--- src/rtl/flash_cmd_pkg.sv ---
// Shared types and key values for the protected flash command decoder.
// Assumes the unlock keys compare 15 address bits and 8 data bits.
package flash_cmd_pkg;

    typedef enum logic [2:0] {
        CMD_NONE         = 3'd0,
        CMD_PROGRAM      = 3'd1,
        CMD_SECTOR_ERASE = 3'd2,
        CMD_BLOCK_ERASE  = 3'd3,
        CMD_CHIP_ERASE   = 3'd4,
        CMD_ID_ENTER     = 3'd5,
        CMD_ID_EXIT      = 3'd6
    } cmd_e;

    typedef enum logic [2:0] {
        ST_IDLE,
        ST_UNL1,
        ST_UNL2,
        ST_PROG,
        ST_ERS3,
        ST_ERS4,
        ST_ERS5
    } step_e;

    localparam int KEY_ADDR_W = 15;
    localparam int KEY_DATA_W = 8;

    localparam logic [KEY_ADDR_W-1:0] KEY_ADDR_A = 15'h5555;
    localparam logic [KEY_ADDR_W-1:0] KEY_ADDR_B = 15'h2AAA;

    // Data code table; index constants below name each entry.
    localparam int N_CODES = 9;
    localparam logic [KEY_DATA_W-1:0] DATA_CODES [N_CODES] = '{
        8'hAA, 8'h55, 8'hA0, 8'h80, 8'h90, 8'hF0, 8'h30, 8'h50, 8'h10
    };
    localparam int IX_AA = 0;
    localparam int IX_55 = 1;
    localparam int IX_A0 = 2;
    localparam int IX_80 = 3;
    localparam int IX_90 = 4;
    localparam int IX_F0 = 5;
    localparam int IX_30 = 6;
    localparam int IX_50 = 7;
    localparam int IX_10 = 8;

endpackage

--- src/rtl/fcd_key_match.sv ---
// Key comparator: flags whether the compared address bits equal either
// unlock address and which known data code the compared data bits carry.
// Purely combinational; assumes the caller passes only the compared bits.
module fcd_key_match
    import flash_cmd_pkg::*;
(
    input  logic [KEY_ADDR_W-1:0] key_addr,
    input  logic [KEY_DATA_W-1:0] key_data,
    output logic                  is_addr_a,
    output logic                  is_addr_b,
    output logic [N_CODES-1:0]    data_hit
);

    // Address key compare.
    assign is_addr_a = (key_addr == KEY_ADDR_A);
    assign is_addr_b = (key_addr == KEY_ADDR_B);

    // One comparator per data code in the package table.
    for (genvar i = 0; i < N_CODES; i++) begin : g_code
        assign data_hit[i] = (key_data == DATA_CODES[i]);
    end

endmodule

--- src/rtl/fcd_sequencer.sv ---
// Command sequencer: steps through the unlock and command writes, issues a
// one-cycle command with latched address/data, and tracks ID mode.
// Assumes busy-time writes must leave all state untouched.
module fcd_sequencer
    import flash_cmd_pkg::*;
#(
    parameter int ADDR_W     = 20,
    parameter int DATA_W     = 16,
    parameter int SECTOR_LSB = 11,
    parameter int BLOCK_LSB  = 15
) (
    input  logic              clk,
    input  logic              rst_n,
    input  logic              wr_en,
    input  logic              busy,
    input  logic [ADDR_W-1:0] wr_addr,
    input  logic [DATA_W-1:0] wr_data,
    input  logic              is_addr_a,
    input  logic              is_addr_b,
    input  logic [N_CODES-1:0] data_hit,
    output logic              cmd_valid,
    output cmd_e              cmd_code,
    output logic [ADDR_W-1:0] cmd_addr,
    output logic [DATA_W-1:0] cmd_data,
    output logic              id_mode
);

    localparam logic [ADDR_W-1:0] ZERO_ADDR = '0;
    localparam logic [DATA_W-1:0] ZERO_DATA = '0;

    step_e             st_q, st_d;
    logic              id_q, id_d;
    logic              issue;
    cmd_e              code_d;
    logic [ADDR_W-1:0] addr_d;
    logic [DATA_W-1:0] data_d;
    logic              take;

    logic [ADDR_W-1:0] sector_addr;
    logic [ADDR_W-1:0] block_addr;

    assign take        = wr_en && !busy;
    assign sector_addr = {wr_addr[ADDR_W-1:SECTOR_LSB], {SECTOR_LSB{1'b0}}};
    assign block_addr  = {wr_addr[ADDR_W-1:BLOCK_LSB],  {BLOCK_LSB{1'b0}}};

    // Next step, command to issue and ID-mode update for the current write.
    always_comb begin
        st_d   = st_q;
        id_d   = id_q;
        issue  = 1'b0;
        code_d = CMD_NONE;
        addr_d = ZERO_ADDR;
        data_d = ZERO_DATA;
        if (take) begin
            st_d = ST_IDLE;
            case (st_q)
                ST_IDLE: begin
                    if (is_addr_a && data_hit[IX_AA]) begin
                        st_d = ST_UNL1;
                    end else if (data_hit[IX_F0]) begin
                        issue  = 1'b1;
                        code_d = CMD_ID_EXIT;
                        id_d   = 1'b0;
                    end
                end
                ST_UNL1: begin
                    if (is_addr_b && data_hit[IX_55]) st_d = ST_UNL2;
                end
                ST_UNL2: begin
                    if (is_addr_a) begin
                        if (data_hit[IX_A0]) begin
                            st_d = ST_PROG;
                        end else if (data_hit[IX_80]) begin
                            st_d = ST_ERS3;
                        end else if (data_hit[IX_90]) begin
                            issue  = 1'b1;
                            code_d = CMD_ID_ENTER;
                            id_d   = 1'b1;
                        end else if (data_hit[IX_F0]) begin
                            issue  = 1'b1;
                            code_d = CMD_ID_EXIT;
                            id_d   = 1'b0;
                        end
                    end
                end
                ST_PROG: begin
                    issue  = 1'b1;
                    code_d = CMD_PROGRAM;
                    addr_d = wr_addr;
                    data_d = wr_data;
                end
                ST_ERS3: begin
                    if (is_addr_a && data_hit[IX_AA]) st_d = ST_ERS4;
                end
                ST_ERS4: begin
                    if (is_addr_b && data_hit[IX_55]) st_d = ST_ERS5;
                end
                ST_ERS5: begin
                    if (data_hit[IX_30]) begin
                        issue  = 1'b1;
                        code_d = CMD_SECTOR_ERASE;
                        addr_d = sector_addr;
                    end else if (data_hit[IX_50]) begin
                        issue  = 1'b1;
                        code_d = CMD_BLOCK_ERASE;
                        addr_d = block_addr;
                    end else if (is_addr_a && data_hit[IX_10]) begin
                        issue  = 1'b1;
                        code_d = CMD_CHIP_ERASE;
                    end
                end
                default: st_d = ST_IDLE;
            endcase
        end
    end

    // Sequence position and ID mode registers.
    always_ff @(posedge clk) begin
        if (!rst_n) begin
            st_q <= ST_IDLE;
            id_q <= 1'b0;
        end else begin
            st_q <= st_d;
            id_q <= id_d;
        end
    end

    // Command pulse and fields; fields hold their last issued value.
    always_ff @(posedge clk) begin
        if (!rst_n) begin
            cmd_valid <= 1'b0;
            cmd_code  <= CMD_NONE;
            cmd_addr  <= ZERO_ADDR;
            cmd_data  <= ZERO_DATA;
        end else begin
            cmd_valid <= issue;
            if (issue) begin
                cmd_code <= code_d;
                cmd_addr <= addr_d;
                cmd_data <= data_d;
            end
        end
    end

    assign id_mode = id_q;

endmodule

--- src/rtl/fcd_id_port.sv ---
// Identification read port: returns manufacturer code at word 0, device
// code at word 1, zero elsewhere, one cycle after the read strobe.
// Assumes reads outside ID mode are served elsewhere and are not flagged.
module fcd_id_port #(
    parameter int          ADDR_W = 20,
    parameter int          DATA_W = 16,
    parameter logic [15:0] MFR_ID = 16'h00BF,
    parameter logic [15:0] DEV_ID = 16'h2782
) (
    input  logic              clk,
    input  logic              rst_n,
    input  logic              id_mode,
    input  logic              rd_en,
    input  logic [ADDR_W-1:0] rd_addr,
    output logic              rd_valid,
    output logic [DATA_W-1:0] rd_data
);

    localparam logic [ADDR_W-1:0] WORD0 = '0;
    localparam logic [ADDR_W-1:0] WORD1 = ADDR_W'(1);

    logic [DATA_W-1:0] sel_data;

    // Pick the code for the requested word.
    always_comb begin
        if (rd_addr == WORD0)      sel_data = DATA_W'(MFR_ID);
        else if (rd_addr == WORD1) sel_data = DATA_W'(DEV_ID);
        else                       sel_data = '0;
    end

    // Register the read response.
    always_ff @(posedge clk) begin
        if (!rst_n) begin
            rd_valid <= 1'b0;
            rd_data  <= '0;
        end else begin
            rd_valid <= rd_en && id_mode;
            if (rd_en && id_mode) rd_data <= sel_data;
        end
    end

endmodule

--- src/rtl/flash_cmd_decoder.sv ---
// Top of the protected flash command decoder: key comparator, command
// sequencer and identification read port. Assumes one write per cycle.
module flash_cmd_decoder
    import flash_cmd_pkg::*;
#(
    parameter int          ADDR_W     = 20,
    parameter int          DATA_W     = 16,
    parameter int          SECTOR_LSB = 11,
    parameter int          BLOCK_LSB  = 15,
    parameter logic [15:0] MFR_ID     = 16'h00BF,
    parameter logic [15:0] DEV_ID     = 16'h2782
) (
    input  logic              clk,
    input  logic              rst_n,
    input  logic              wr_en,
    input  logic [ADDR_W-1:0] wr_addr,
    input  logic [DATA_W-1:0] wr_data,
    input  logic              busy,
    input  logic              rd_en,
    input  logic [ADDR_W-1:0] rd_addr,
    output logic              cmd_valid,
    output logic [2:0]        cmd_code,
    output logic [ADDR_W-1:0] cmd_addr,
    output logic [DATA_W-1:0] cmd_data,
    output logic              id_mode,
    output logic              rd_valid,
    output logic [DATA_W-1:0] rd_data
);

    logic               is_addr_a;
    logic               is_addr_b;
    logic [N_CODES-1:0] data_hit;
    cmd_e               code_q;

    fcd_key_match u_match (
        .key_addr  (wr_addr[KEY_ADDR_W-1:0]),
        .key_data  (wr_data[KEY_DATA_W-1:0]),
        .is_addr_a (is_addr_a),
        .is_addr_b (is_addr_b),
        .data_hit  (data_hit)
    );

    fcd_sequencer #(
        .ADDR_W     (ADDR_W),
        .DATA_W     (DATA_W),
        .SECTOR_LSB (SECTOR_LSB),
        .BLOCK_LSB  (BLOCK_LSB)
    ) u_seq (
        .clk       (clk),
        .rst_n     (rst_n),
        .wr_en     (wr_en),
        .busy      (busy),
        .wr_addr   (wr_addr),
        .wr_data   (wr_data),
        .is_addr_a (is_addr_a),
        .is_addr_b (is_addr_b),
        .data_hit  (data_hit),
        .cmd_valid (cmd_valid),
        .cmd_code  (code_q),
        .cmd_addr  (cmd_addr),
        .cmd_data  (cmd_data),
        .id_mode   (id_mode)
    );

    assign cmd_code = code_q;

    fcd_id_port #(
        .ADDR_W (ADDR_W),
        .DATA_W (DATA_W),
        .MFR_ID (MFR_ID),
        .DEV_ID (DEV_ID)
    ) u_id (
        .clk      (clk),
        .rst_n    (rst_n),
        .id_mode  (id_mode),
        .rd_en    (rd_en),
        .rd_addr  (rd_addr),
        .rd_valid (rd_valid),
        .rd_data  (rd_data)
    );

endmodule

--- config.mk ---
export PLATFORM = sky130hd
export DESIGN_NAME = flash_cmd_decoder
export DESIGN_NICKNAME = d
export VERILOG_FILES = /design/src/rtl/flash_cmd_pkg.sv /design/src/rtl/fcd_key_match.sv /design/src/rtl/fcd_sequencer.sv /design/src/rtl/fcd_id_port.sv /design/src/rtl/flash_cmd_decoder.sv
export SDC_FILE = /design/constraint.sdc
export NUM_CORES = 1
export LEC_CHECK = 0
export BUFFER_PORTS_ARGS = -buffer_cell sky130_fd_sc_hd__buf_2
export CORE_AREA = 4 4 84 86
export CTS_CLUSTER_DIAMETER = 100
export DETAILED_ROUTE_END_ITERATION = 16
export DIE_AREA = 0 0 88 90
export PLACE_DENSITY = 0.74
export SLEW_MARGIN = 10
export SYNTH_ARGS = -nofsm -noshare
export SYNTH_HDL_FRONTEND = slang
export SYNTH_HIERARCHICAL = 1
export SYNTH_SLANG_ARGS = --single-unit
export TNS_END_PERCENT = 30
--- constraint.sdc ---
create_clock -name clk -period 2.6 [get_ports clk]
set_input_delay 0.26 -clock clk [delete_from_list [all_inputs] [get_ports clk]]
set_output_delay 0.26 -clock clk [all_outputs]
set_load 0.05 [all_outputs]
==> impl_metrics.tcl <==
set metrics [dict create \
    grt_max_degree 32 \
    power_leakage_uw 0.00134 \
    synth_cells 297 \
    ys_warn_count 6 \
    path_cells "buf_2, or4b_1, nor4_2, buf_4, nand3b_1, nor3_1, o311a_2, buf_4, mux2i_1" \
    reg2reg_from "u_seq/st_q[2]" \
    numCtsBuffers 5 \
    grt_pass1_wl_mm 10.8 \
    ant_nets 0 \
    io_buffers 113 \
    postCtsSetupBuffers 0 \
    startpoint_type "input port" \
    antenna_found_initial 0 \
    period_share 0.898 \
    dr.first_iter.drc_count 120 \
    ys_ff_latch 48 \
    finalWirelength_mm 6.65 \
    synth-edff-count 0 \
    grt_pass1_vias 2513 \
    routabilityCongestion 0.906 \
    peakVddDrop_uv 245 \
    ys_top_cells_by_area "dfxtp_1, mux2i_1, nand2_1, buf_4, buf_6" \
    min_path_cells 2 \
    hold_buffers 0 \
    crit_arrival_ps 2570 \
    crit_type "in2reg" \
    cts-resized-gates 0 \
    ios 119 \
    antennaDiodeCount 0 \
    start_util 0.417 \
    cpMaxStageDelayCell "or4b_1" \
    min_from "rd_addr[0]" \
    core_um2 6280 \
    drv_slew 0 \
    power_density_nw_per_um2 405 \
    cts.path.max_buffers 2 \
    holdWs_ps 160 \
    drc_errors 0 \
    path_clk_slew_ps 90 \
    routedWlPerCell_um 13.6 \
    cts.sinks 48 \
    skew_ps 7.15 \
    synth.top_cell.area_share 0.367 \
    die_x_um 88 \
    area_growth_pct 26.3 \
    syn_area_um2 2620 \
    syn_area_per_cell_um2 8.82 \
    grt_setup_unrepaired "no" \
    num_rows 29 \
    cp_common_cell "buf_4" \
    r2r.worst_path.cells 5 \
    setup_viol_count_final 0 \
    crit_fanout 7 \
    timing.fmax_ghz 0.428 \
    synth.distinct_cells 48 \
    fin_nets 473 \
    clock_latency_ps 310 \
    yosysMostFrequentCell "nand2_1" \
    first_pass_iters 4 \
    yosys.area.top_type "dfxtp_1" \
    yosysSeqAreaShare 0.367 \
    synth_top_flop_cell "dfxtp_1" \
    crit_path_end_kind "register" \
    startpoint "wr_addr[1]" \
    max_cap_violations 0 \
    grt-ovfl-total 0 \
    netlist_top_cells_count "nand2_1, dfxtp_1, mux2i_1, buf_4, nor4_1" \
    power.total_uw 1340 \
    finalHoldViolCount 0 \
    hold_path.class "in2reg" \
    cts_max_level 2 \
    worstPathRequired_ps 2830 \
    cts_tree "yes" \
    die_h_um 90 \
    finalCriticalPeriod_ps 2330 \
    die_area_um2 7920 \
    grtUsageTotal 0.165 \
    drive_above_1_share 0.368 \
    viasPerCell 5.10 \
    outcome "finished clean" \
    ctsRootBufferMaster "clkbuf_8" \
    cpPeakStageDelay_ps 540 \
    synthArstFlopShare 0 \
    vias 2501 \
    dp_hpwl_mm 5.14 \
]
-- final cells by class --
class / count / area, um^2
fillers: 606 / 2970
inverters: 3 / 11.3
well taps: 77 / 96.3
clock buffers: 6 / 82.6
repair buffers: 134 / 736
multi-input cells: 220 / 1410
clock inverters: 2 / 17.5
flip-flops and latches: 48 / 961
-- critical path, delay by kind of cell --
kind,cells,cell delay [ps]
buffers and inverters,3,510
AOI/OAI and AO/OA,1,300
and+or+nand+nor,4,1270
muxes,1,210
-- kinds of logic after synthesis --
family,count (synthesis),synth area share
multiplexers,39,0.149
buffers and inverters,33,0.104
other,1,0.00143
AND/OR/NAND/NOR,152,0.310
adder cells (fa/ha/maj),1,0.00382
AO/OA/AOI/OAI,23,0.0645
flip-flops,48,0.367
-- path summary, 6_finish.rpt --
path,endpoint,slack (ps)
hold reg to reg,u_seq/cmd_addr[10],460
hold / removal,u_id/rd_data[5],160
setup / recovery,u_seq/cmd_code[2],270
setup reg to reg,u_seq/cmd_code[2],710
-- cells in the final DEF, fill, tap and decap left out, types with 2 or more instances in the layout --
master	n
nor4_2	4
a211oi_1	2
nor2b_1	2
nor4_1	11
inv_6	2
conb_1	5
o21ai_1	2
a21boi_0	3
mux2i_1	39
nand3b_1	6
nand4b_1	2
nor2_1	3
or4b_1	2
nor3_1	6
nand2b_1	6
inv_1	3
a21oi_1	3
nand3_1	5
or3b_1	4
o31ai_1	2
dfxtp_1	48
buf_4	20
clkbuf_8	6
and3_1	2
or3_1	2
nand4_1	8
nand2_1	80
buf_2	113
o21ai_0	3
-- flip-flops by register name, indices dropped and copies added, names as in the netlist --
| signal | count |
|---|---|
| u_seq/cmd_valid | 1 |
| u_id/rd_valid | 1 |
| u_seq/id_mode | 1 |
| u_seq/cmd_data | 16 |
| u_id/rd_data | 3 |
| u_seq/st_q | 3 |
| u_seq/cmd_addr | 20 |
| u_seq/cmd_code | 3 |
-- metrics by stage --
step | TNS [ps] | util | cells | setup WS, ps | instance area, um^2
after global placement | 0 | 0.511 | 482 | 31.5 | 3210
final | 0 | 0.527 | 490 | 265 | 3310
after floorplan | 0 | - | 301 | 86.3 | 2640
after detailed placement | -1140 | 0.511 | 482 | -57.2 | 3210
after global routing | 0 | 0.527 | 490 | 113 | 3310
after CTS | 0 | 0.527 | 490 | 267 | 3310
-- report_power, final --
group / switching, uW / leakage, uW / internal (uW)
logic: 67.7 / 0.000903 / 46.6
clock network: 268 / 0.0000522 / 223
registers: 0.00227 / 0.000386 / 734
-- routing by layer --
| layer | GRT usage | up-vias | wire length (um) |
|---|---|---|---|
| met2 | 0.285 | 105 | 3100 |
| li1 | - | 1257 | - |
| met1 | 0.189 | 1137 | 2780 |
| met4 | 0.0332 | 0 | 29 |
| met3 | 0.0649 | 2 | 740 |
| met5 | 0 | - | 0 |
No activity file was read; power rests on OpenSTA's default activity.
